## src/rtl/mstr_pkg.sv

```systemverilog
package mstr_pkg;
  localparam int unsigned INT_N = 4;
  localparam int unsigned EXT_N = 4;
  // internal slot order equals priority (lowest index wins)
  localparam int unsigned I_XDMA = 0;
  localparam int unsigned I_DMA  = 1;
  localparam int unsigned I_DTC  = 2;
  localparam int unsigned I_CPU  = 3;
  // external slot order equals serialized priority
  localparam int unsigned E_REF  = 0;
  localparam int unsigned E_XDMA = 1;
  localparam int unsigned E_REL  = 2;
  localparam int unsigned E_MST  = 3;
  typedef logic [INT_N-1:0] int_vec_t;
  typedef logic [EXT_N-1:0] ext_vec_t;
endpackage

```

## src/rtl/mstr_pick.sv

```systemverilog
// Fixed-priority selector with hold: a live holder keeps the grant,
// otherwise the lowest-index unblocked requester is chosen.
module mstr_pick #(
  parameter int unsigned N = 4
) (
  input  logic [N-1:0] req,
  input  logic [N-1:0] held,
  input  logic [N-1:0] blk,
  output logic [N-1:0] nxt
);
  localparam logic [N-1:0] ONE = {{(N-1){1'b0}}, 1'b1};

  logic [N-1:0] live;
  logic [N-1:0] cand;
  logic [N-1:0] first;

  always_comb begin
    live  = held & req;
    cand  = req & ~blk;
    first = cand & (~cand + ONE);
    nxt   = (|live) ? held : first;
  end
endmodule

```

## src/rtl/mstr_int_dom.sv

```systemverilog
module mstr_int_dom
  import mstr_pkg::*;
(
  input  logic     clk,
  input  logic     rst_n,
  input  int_vec_t req,
  output int_vec_t ack
);
  int_vec_t ack_q;
  int_vec_t ack_nxt;
  logic     ack_en;

  mstr_pick #(.N(INT_N)) u_pick (
    .req  (req),
    .held (ack_q),
    .blk  ('0),
    .nxt  (ack_nxt)
  );

  always_comb begin
    ack_en = (ack_nxt != ack_q);
  end

  always_ff @(posedge clk or negedge rst_n) begin
    if (!rst_n) begin
      ack_q <= '0;
    end else if (ack_en) begin
      ack_q <= ack_nxt;
    end
  end

  assign ack = ack_q;


  int_onehot_chk: assert property (@(posedge clk) disable iff (!rst_n)
    $onehot0(ack_q));


  int_hold_chk: assert property (@(posedge clk) disable iff (!rst_n)
    (|(ack_q & req)) |=> (ack_q == $past(ack_q)));


  for (genvar g = 0; g < INT_N; g++) begin : g_int_req
    int_gnt_req_chk: assert property (@(posedge clk) disable iff (!rst_n)
      ack_q[g] |-> $past(req[g]));
  end
endmodule

```

## src/rtl/mstr_ext_dom.sv

```systemverilog
module mstr_ext_dom
  import mstr_pkg::*;
(
  input  logic     clk,
  input  logic     rst_n,
  input  ext_vec_t req,
  input  logic     mst_dram,
  input  logic     cfg_serial,
  output ext_vec_t ack
);
  ext_vec_t   ack_q;
  ext_vec_t   ack_nxt;
  ext_vec_t   ser_nxt;
  logic [2:0] main_nxt;
  logic [2:0] main_blk;
  logic       idle;
  logic       mode_q;
  logic       mode_eff;
  logic       ref_blk;
  logic       ref_nxt;
  logic       ack_en;

  always_comb begin
    idle     = ~|ack_q;
    mode_eff = idle ? cfg_serial : mode_q;
  end

  // serialized mode: one-hot over all four, ref first
  mstr_pick #(.N(EXT_N)) u_ser (
    .req  (req),
    .held (ack_q),
    .blk  ('0),
    .nxt  (ser_nxt)
  );

  // shared mode: refresh slot decided first, then the one-hot main slot
  always_comb begin
    ref_blk  = (ack_q[E_REL] & req[E_REL]) |
               (ack_q[E_MST] & req[E_MST] & mst_dram);
    ref_nxt  = req[E_REF] & (ack_q[E_REF] | ~ref_blk);
    main_blk = {ref_nxt & mst_dram, ref_nxt, 1'b0};
  end

  mstr_pick #(.N(3)) u_main (
    .req  (req[E_MST:E_XDMA]),
    .held (ack_q[E_MST:E_XDMA]),
    .blk  (main_blk),
    .nxt  (main_nxt)
  );

  always_comb begin
    ack_nxt = mode_eff ? ser_nxt : {main_nxt, ref_nxt};
    ack_en  = (ack_nxt != ack_q);
  end

  always_ff @(posedge clk or negedge rst_n) begin
    if (!rst_n) begin
      ack_q <= '0;
    end else if (ack_en) begin
      ack_q <= ack_nxt;
    end
  end

  always_ff @(posedge clk or negedge rst_n) begin
    if (!rst_n) begin
      mode_q <= 1'b1;
    end else if (idle) begin
      mode_q <= cfg_serial;
    end
  end

  assign ack = ack_q;


  ext_serial_onehot_chk: assert property (@(posedge clk) disable iff (!rst_n)
    mode_q |-> $onehot0(ack_q));


  ext_ref_rel_excl_chk: assert property (@(posedge clk) disable iff (!rst_n)
    !(ack_q[E_REF] && ack_q[E_REL]));


  ext_main_onehot_chk: assert property (@(posedge clk) disable iff (!rst_n)
    $onehot0(ack_q[E_MST:E_XDMA]));


  ext_hold_chk: assert property (@(posedge clk) disable iff (!rst_n)
    (|(ack_q & req)) |=> ((ack_q & $past(ack_q & req)) == $past(ack_q & req)));


  ext_mode_frozen_chk: assert property (@(posedge clk) disable iff (!rst_n)
    (|ack_q) |=> $stable(mode_q));


  for (genvar g = 0; g < EXT_N; g++) begin : g_ext_req
    ext_gnt_req_chk: assert property (@(posedge clk) disable iff (!rst_n)
      ack_q[g] |-> $past(req[g]));
  end
endmodule

```

## src/rtl/mstr_arbiter.sv

```systemverilog
module mstr_arbiter
  import mstr_pkg::*;
#(
  parameter int unsigned RST_STAGES = 2
) (
  input  logic clk,
  input  logic rst_n,
  input  logic req_xdma,
  input  logic req_dma,
  input  logic req_dtc,
  input  logic req_cpu,
  output logic ack_xdma,
  output logic ack_dma,
  output logic ack_dtc,
  output logic ack_cpu,
  input  logic cfg_ref_serial,
  input  logic ref_req,
  input  logic xdma_xreq,
  input  logic rel_req,
  input  logic mst_xreq,
  input  logic mst_dram,
  output logic ref_ack,
  output logic xdma_xack,
  output logic rel_ack,
  output logic mst_xack
);
  logic [RST_STAGES-1:0] rst_sh;
  logic                  rst_sync_n;
  int_vec_t              int_req;
  int_vec_t              int_ack;
  ext_vec_t              ext_req;
  ext_vec_t              ext_ack;
  logic                  owner_ok;

  // asynchronous assert, synchronous release
  always_ff @(posedge clk or negedge rst_n) begin
    if (!rst_n) begin
      rst_sh <= '0;
    end else begin
      rst_sh <= {rst_sh[RST_STAGES-2:0], 1'b1};
    end
  end
  assign rst_sync_n = rst_sh[RST_STAGES-1];

  always_comb begin
    int_req          = '0;
    int_req[I_XDMA]  = req_xdma;
    int_req[I_DMA]   = req_dma;
    int_req[I_DTC]   = req_dtc;
    int_req[I_CPU]   = req_cpu;
    owner_ok         = int_ack[I_DMA] | int_ack[I_DTC] | int_ack[I_CPU];
    ext_req          = '0;
    ext_req[E_REF]   = ref_req;
    ext_req[E_XDMA]  = xdma_xreq;
    ext_req[E_REL]   = rel_req;
    ext_req[E_MST]   = mst_xreq & owner_ok;
  end

  mstr_int_dom u_int (
    .clk   (clk),
    .rst_n (rst_sync_n),
    .req   (int_req),
    .ack   (int_ack)
  );

  mstr_ext_dom u_ext (
    .clk        (clk),
    .rst_n      (rst_sync_n),
    .req        (ext_req),
    .mst_dram   (mst_dram),
    .cfg_serial (cfg_ref_serial),
    .ack        (ext_ack)
  );

  assign ack_xdma  = int_ack[I_XDMA];
  assign ack_dma   = int_ack[I_DMA];
  assign ack_dtc   = int_ack[I_DTC];
  assign ack_cpu   = int_ack[I_CPU];
  assign ref_ack   = ext_ack[E_REF];
  assign xdma_xack = ext_ack[E_XDMA];
  assign rel_ack   = ext_ack[E_REL];
  assign mst_xack  = ext_ack[E_MST];


  mst_owner_gate_chk: assert property (@(posedge clk) disable iff (!rst_sync_n)
    $rose(mst_xack) |-> $past(ack_dma || ack_dtc || ack_cpu));
endmodule

```

## config.mk

```make
export PLATFORM = sky130hd
export DESIGN_NAME = mstr_arbiter
export DESIGN_NICKNAME = d
export VERILOG_FILES = /design/src/rtl/mstr_pkg.sv /design/src/rtl/mstr_pick.sv /design/src/rtl/mstr_int_dom.sv /design/src/rtl/mstr_ext_dom.sv /design/src/rtl/mstr_arbiter.sv
export SDC_FILE = /design/constraint.sdc
export NUM_CORES = 1
export LEC_CHECK = 0
export CAP_MARGIN = 20
export CORE_MARGIN = 2
export CORE_UTILIZATION = 26
export DETAILED_ROUTE_END_ITERATION = 10
export GPL_ROUTABILITY_DRIVEN = 1
export PLACE_DENSITY = 0.56
export SLEW_MARGIN = 20
export SYNTH_ARGS = -nofsm -noshare
export SYNTH_HDL_FRONTEND = slang
export SYNTH_SLANG_ARGS = --single-unit
```

## constraint.sdc

```tcl
create_clock -name clk -period 0.8 [get_ports clk]
set_clock_uncertainty 0.15 [all_clocks]
set_input_delay 0.16 -clock clk [delete_from_list [all_inputs] [get_ports clk]]
set_output_delay 0.16 -clock clk [all_outputs]
set_load 0.005 [all_outputs]
```

==> impl_metrics.ini, run 1 <==
[synthesis]
syn-instance-count = 53
ys_ff_latch = 11
async_flop_share = 1.00
ys_types = 28
synth-edff-count = 0
avgSynthCellArea_um2 = 10.4
syn_area_um2 = 552
ys_seq_area_frac = 0.501
synth_nets = 65
synth_top_flop_cell = dfrtp_1
ys_warn_count = 0

[floorplanning]
dieWidth_um = 50.1
ios = 20
row_count = 16
die_h_um = 50.1
core_um2 = 1980
start_util = 0.278
die-area_um2 = 2510

[cells_and_area]
multi_input_area_um2 = 305
fillCellCount = 177
fin_nets = 117
area.growth.synth_to_final_pct = 101
antenna-diode-count = 0
drive_above_1_share = 0.442
design_area_um2 = 1110
area.sequential_um2 = 277

[setup_path]
cp_max_fo = 2
critPathMaxStageDelay_ps = 380
cp.arrival_ps = 1750
critPathSlowestCell = dfrtp_1
critPathCaptureType = register
r2r-end = u_ext.ack[0]$_DFFE_PN0P_
r2r_setup_slack_ps = -950
crit_type = reg2reg
required_ps = 800
crit_path_start_kind = register
r2r_start = u_ext.ack[2]$_DFFE_PN0P_
worst_r2r_path_depth = 4
crit_chain = nor4_2 > mux2i_1 > mux2_1 > o21a_1

[routing]
drtPass1Iterations = 4
via_per_inst = 4.75
route.detailed.drc = 0
vias = 622
drt_iter0_markers = 14
ant_nets = 0
wl_per_cell_um = 12.7
routed_wl_um = 1660

[clocking]
clock_latency_ps = 260
cts_tree = built
cts_buffers = 3
numClockSinks = 11
path_clk_slew_ps = 60
htreeDepth = 1
clk_path_buf_depth = 2
clockRootBuffer = clkbuf_4

[sta]
setup_tns_ps = -11520
fin_hold_ws_ps = -99.7
timing.final.ws_setup_ps = -952
rsz0062_at_grt = true
hold_viol = 4
period_share = 2.19
fin_crit_ps = 1750
fmax_mhz = 571
setup_viol = 17
slew_viol_final = 0

[power_and_ir_drop]
seqPwrFrac = 0.276
p_sw_w = 0.00101
p_comb_frac = 0.613
ir_worst_vdd_mv = 1.60
power_frac_clock = 0.111
power.leakage_nw = 0.503
intPower_w = 0.00213
sw_frac_of_total = 0.321
p_per_area_nw_per_um2 = 2830

[run_status]
outcome = finished with violations
violations = hold timing, setup timing

[job]
maxCapViolations = 0

[hold_path]
hold_path.class = reg2async

[grt]
antenna_found_initial = 0
grt_overflow = 0
grt_pass1_vias = 644
grt_util_all_layers = 0.144
grt_max_degree = 7
grt_first_pass_wirelength_um = 2800

[placed_design]
port_buffers = 19
dpl_worst_slack_ps = -1030
dpl.hpwl_um = 1250
placed_area_um2 = 938
gp_congestion = 0.976
synth_stat cells, drive strengths merged (2+ instances only):
| cell type | number | area share |
|---|---|---|
| nor3 | 2 | 0.018 |
| nand3 | 4 | 0.036 |
| o21ai | 2 | 0.018 |
| nand2 | 5 | 0.034 |
| inv | 3 | 0.020 |
| o21a | 2 | 0.027 |
| dfrtp | 10 | 0.45 |
| mux2 | 2 | 0.041 |
| a32o | 3 | 0.054 |
| nor2 | 3 | 0.020 |
power by group through the flow:
| stage | clock network [W] | registers (W) | logic, W |
|---|---|---|---|
| floorplan | 0 | 0.000920 | 0.000477 |
| global placement | 0 | 0.000849 | 0.00142 |
| detailed placement | 0 | 0.000853 | 0.00141 |
| CTS | 0.000376 | 0.000861 | 0.00181 |
| global route | 0.000407 | 0.000885 | 0.00206 |
| finish | 0.000347 | 0.000865 | 0.00192 |
how the worst max path moves through the flow:
stage,startpoint,cells past startpoint,slack [ps],endpoint
after global routing,u_ext.ack[2]$_DFFE_PN0P_,4,-1050,u_ext.ack[0]$_DFFE_PN0P_
after global placement,req_xdma,4,-990,u_int.ack[0]$_DFFE_PN0P_
after floorplan,u_ext.ack[3]$_DFFE_PN0P_,4,-980,u_ext.ack[0]$_DFFE_PN0P_
after detailed placement,req_xdma,4,-1030,u_int.ack[0]$_DFFE_PN0P_
final,u_ext.ack[2]$_DFFE_PN0P_,4,-950,u_ext.ack[0]$_DFFE_PN0P_
after CTS,u_ext.ack[2]$_DFFE_PN0P_,4,-920,u_ext.ack[0]$_DFFE_PN0P_
registers in the layout (all words and copies together), names as in the netlist:
register,cells
u_ext.ack,4
rst_sh,2
u_ext.mode_q,1
u_int.ack,4
cell type report:
| class | count | share of cell area |
|---|---|---|
| inverter | 3 | 0.0124 |
| clock buffer | 4 | 0.0237 |
| multi-input combinational | 39 | 0.275 |
| sequential | 11 | 0.249 |
| timing repair buffer | 47 | 0.409 |
| tap | 27 | 0.0305 |
per-layer routing:
layer  vias up  track usage  routed length [um]
met1       300        0.195                 761
met5         -            0                   0
li1        308            -                   -
met2        14        0.230                 832
met3         0       0.0333                  69
met4         0       0.0370                   0
what timing repair did:
item / 4_1_cts / 5_1_grt
pin swaps: 6 / 3
gates resized for setup: 47 / 6
setup buffers: 7 / 3
endpoints found under the hold margin: 4 / 4
setup endpoints to repair: 17 / 17
layout by cell type, fill, tap and decap left out, types with 2 or more instances in the layout:
cell type,n
a32o_1,3
buf_4,16
buf_6,18
clkbuf_4,3
clkdlybuf4s50_1,13
dfrtp_1,10
inv_1,2
nand2_1,4
nand3_1,4
nor2_1,2
o21a_1,2
metrics by stage:
stage / power [W] / hold WS, ps / instances / utilization
finish: 0.00313 / -99.7 / 131 / 0.559
global route: 0.00335 / -108 / 131 / 0.559
CTS: 0.00305 / -99.7 / 130 / 0.550
detailed placement: 0.00226 / -104 / 120 / 0.473
global placement: 0.00227 / -97.7 / 120 / 0.473
floorplan: 0.00140 / -286 / 53 / -
critical path, delay by kind of cell, from the launching register on:
kind             cells  cell delay (ps)
multiplexers         2              650
flip-flops           1              380
AND/OR/NAND/NOR      1              300
AO/OA/AOI/OAI        1              170
kinds of logic after synthesis:
| family | share of synthesized area |
|---|---|
| flops | 0.501 |
| buf+inv | 0.0204 |
| simple gates | 0.177 |
| compound gates | 0.236 |
| other cells | 0.00680 |
| mux | 0.0590 |
Note: power is estimated with default switching activity, not from simulation.
==> inputs of run 2 (changes only) <==
==> constraint.sdc (replaced) <==
create_clock -name clk -period 0.8 [get_ports clk]
set_clock_uncertainty 0.15 [all_clocks]
set_input_delay 0.08 -clock clk [delete_from_list [all_inputs] [get_ports clk]]
set_output_delay 0.08 -clock clk [all_outputs]
set_load 0.005 [all_outputs]
==> run 2 against run 1 <==
  * The flow still finishes with violations (hold timing, setup timing)
  * Sequential cell count unchanged
  * Via count up 5.5%
  * Setup slack better by 21 ps
  * Combinational power up 9.9%
  * Largest cell class unchanged
==> impl_metrics.ini, run 2 (synthesized netlist as in run 1, its figures left out) <==
[run_status]
outcome = finished with violations
violations = hold timing, setup timing

[setup_path]
timing.critical_path.to = u_ext.ack[3]$_DFFE_PN0P_
worst_r2r_path_depth = 6
cp.arrival_ps = 1710
required_ps = 780
crit_path_start_kind = register
critPathCaptureType = register
r2r_setup_slack_ps = -930
cp_max_fo = 3
r2r-end = u_ext.ack[3]$_DFFE_PN0P_
r2r_start = u_ext.ack[1]$_DFFE_PN0P_
crit_type = reg2reg
critPathLaunch = u_ext.ack[1]$_DFFE_PN0P_

[grt]
grt_max_degree = 7
antenna_found_initial = 0
grt_first_pass_wirelength_um = 2820
grt-busiest-layer = met2
met2_usage = 0.268
grt_pass1_vias = 619
grtUsageMet1 = 0.181
met3_usage = 0.0515
grt_util_all_layers = 0.152
grt_overflow = 0

[routing]
vias = 656
route.detailed.drc = 0
ant_nets = 0
drtPass1Iterations = 4
routed_wl_um = 1780
drt_iter0_markers = 10
via_per_inst = 4.79
wl_per_cell_um = 13.0

[cells_and_area]
mostFrequentLayoutCells = buf_6, buf_4, clkdlybuf4s50_1, dfrtp_1
fillCellCount = 153
drive_above_1_share = 0.545
antenna-diode-count = 0
fin_nets = 123
design_area_um2 = 1190
area.growth.synth_to_final_pct = 115
layout_commonest_cell = buf_6

[floorplanning]
die-area_um2 = 2510
ios = 20
die_h_um = 50.1
start_util = 0.278
row_count = 16
core_um2 = 1980
dieWidth_um = 50.1

[clocking]
htreeDepth = 1
clockRootBuffer = clkbuf_4
clk_path_buf_depth = 2
cts_tree = built
numClockSinks = 11
path_clk_slew_ps = 60
cts_buffers = 3
clock_latency_ps = 260

[placed_design]
gp_congestion = 0.903
placed_area_um2 = 946
dpl.hpwl_um = 1230
port_buffers = 19

[sta]
fmax_mhz = 577
hold_viol = 2
timing.final.ws_setup_ps = -932
fin_hold_ws_ps = -165
setup_viol = 17
slew_viol_final = 0
rsz0062_at_grt = true
fin_crit_ps = 1730
period_share = 2.16

[power_and_ir_drop]
power.leakage_nw = 0.554
p_per_area_nw_per_um2 = 2800
power_frac_clock = 0.107
seqPwrFrac = 0.257
power_w = 0.00332
ir_worst_vdd_mv = 1.73
sw_frac_of_total = 0.328
p_sw_w = 0.00109
p_comb_frac = 0.636
intPower_w = 0.00223

[hold_path]
hold_path.class = in2async

[job]
maxCapViolations = 0
==> run 2: cell types whose count changed in the layout (fill, tap and decap cells not counted), sizes merged <==
cell / change
buf: +7
clkdlybuf4s50: -1
==> run 2: worst min path at each step <==
stage / end / slack, ps / cells past startpoint
after detailed placement: u_ext.ack[0]$_DFFE_PN0P_ / 20 / 1
after floorplan: rst_sh[0]$_DFF_PN0_ / -370 / 0
after global routing: rst_sh[0]$_DFF_PN0_ / -180 / 1
after CTS: rst_sh[1]$_DFF_PN0_ / -170 / 1
final: rst_sh[1]$_DFF_PN0_ / -170 / 1
after global placement: u_ext.ack[0]$_DFFE_PN0P_ / 30 / 1
==> run 2: final cells by class <==
type	instances	area [um^2]	area share
inverter	3	13.8	0.0116
tap	27	33.8	0.0285
multi-input combinational	39	332	0.280
sequential	11	277	0.233
timing repair buffer	53	504	0.425
clock buffer	4	26.3	0.0222
==> run 2: routing by layer <==
metal / up-vias / wire length, um
met2: 20 / 920
met5: - / 0
met1: 317 / 750
met3: 0 / 111
met4: 0 / 0
li1: 319 / -
==> run 2: worst max-delay path: stages, from the launching register on <==
cell and delay (ps):
dfrtp_1 380, nor4_2 310, mux2i_1 280, buf_4 160
inv_4 40, a32oi_2 190, o21ai_2 90
==> run 2: per-stage QoR <==
step / setup slack (ps) / TNS, ps / cells / util
5_1_grt: -991 / -12090 / 137 / 0.598
3_5_place_dp: -936 / -10800 / 121 / 0.477
4_1_cts: -940 / -11370 / 138 / 0.585
2_1_floorplan: -980 / -6100 / 53 / -
6_report: -932 / -11130 / 137 / 0.598
3_3_place_gp: -945 / -10880 / 121 / 0.477
==> run 2: repair_timing <==
action                                  CTS  global route
buffers inserted                         14             3
resized for setup                        59            11
endpoints found under the hold margin     2             2
endpoints found under the setup margin   17            17
pin swaps                                10             7
==> run 2: power by group through the flow <==
stage | combinational (W) | sequential [W] | clock (W)
2_1_floorplan | 0.000477 | 0.000920 | 0
3_3_place_gp | 0.00142 | 0.000846 | 0
3_5_place_dp | 0.00141 | 0.000845 | 0
4_1_cts | 0.00201 | 0.000847 | 0.000365
5_1_grt | 0.00226 | 0.000866 | 0.000408
6_report | 0.00211 | 0.000852 | 0.000356
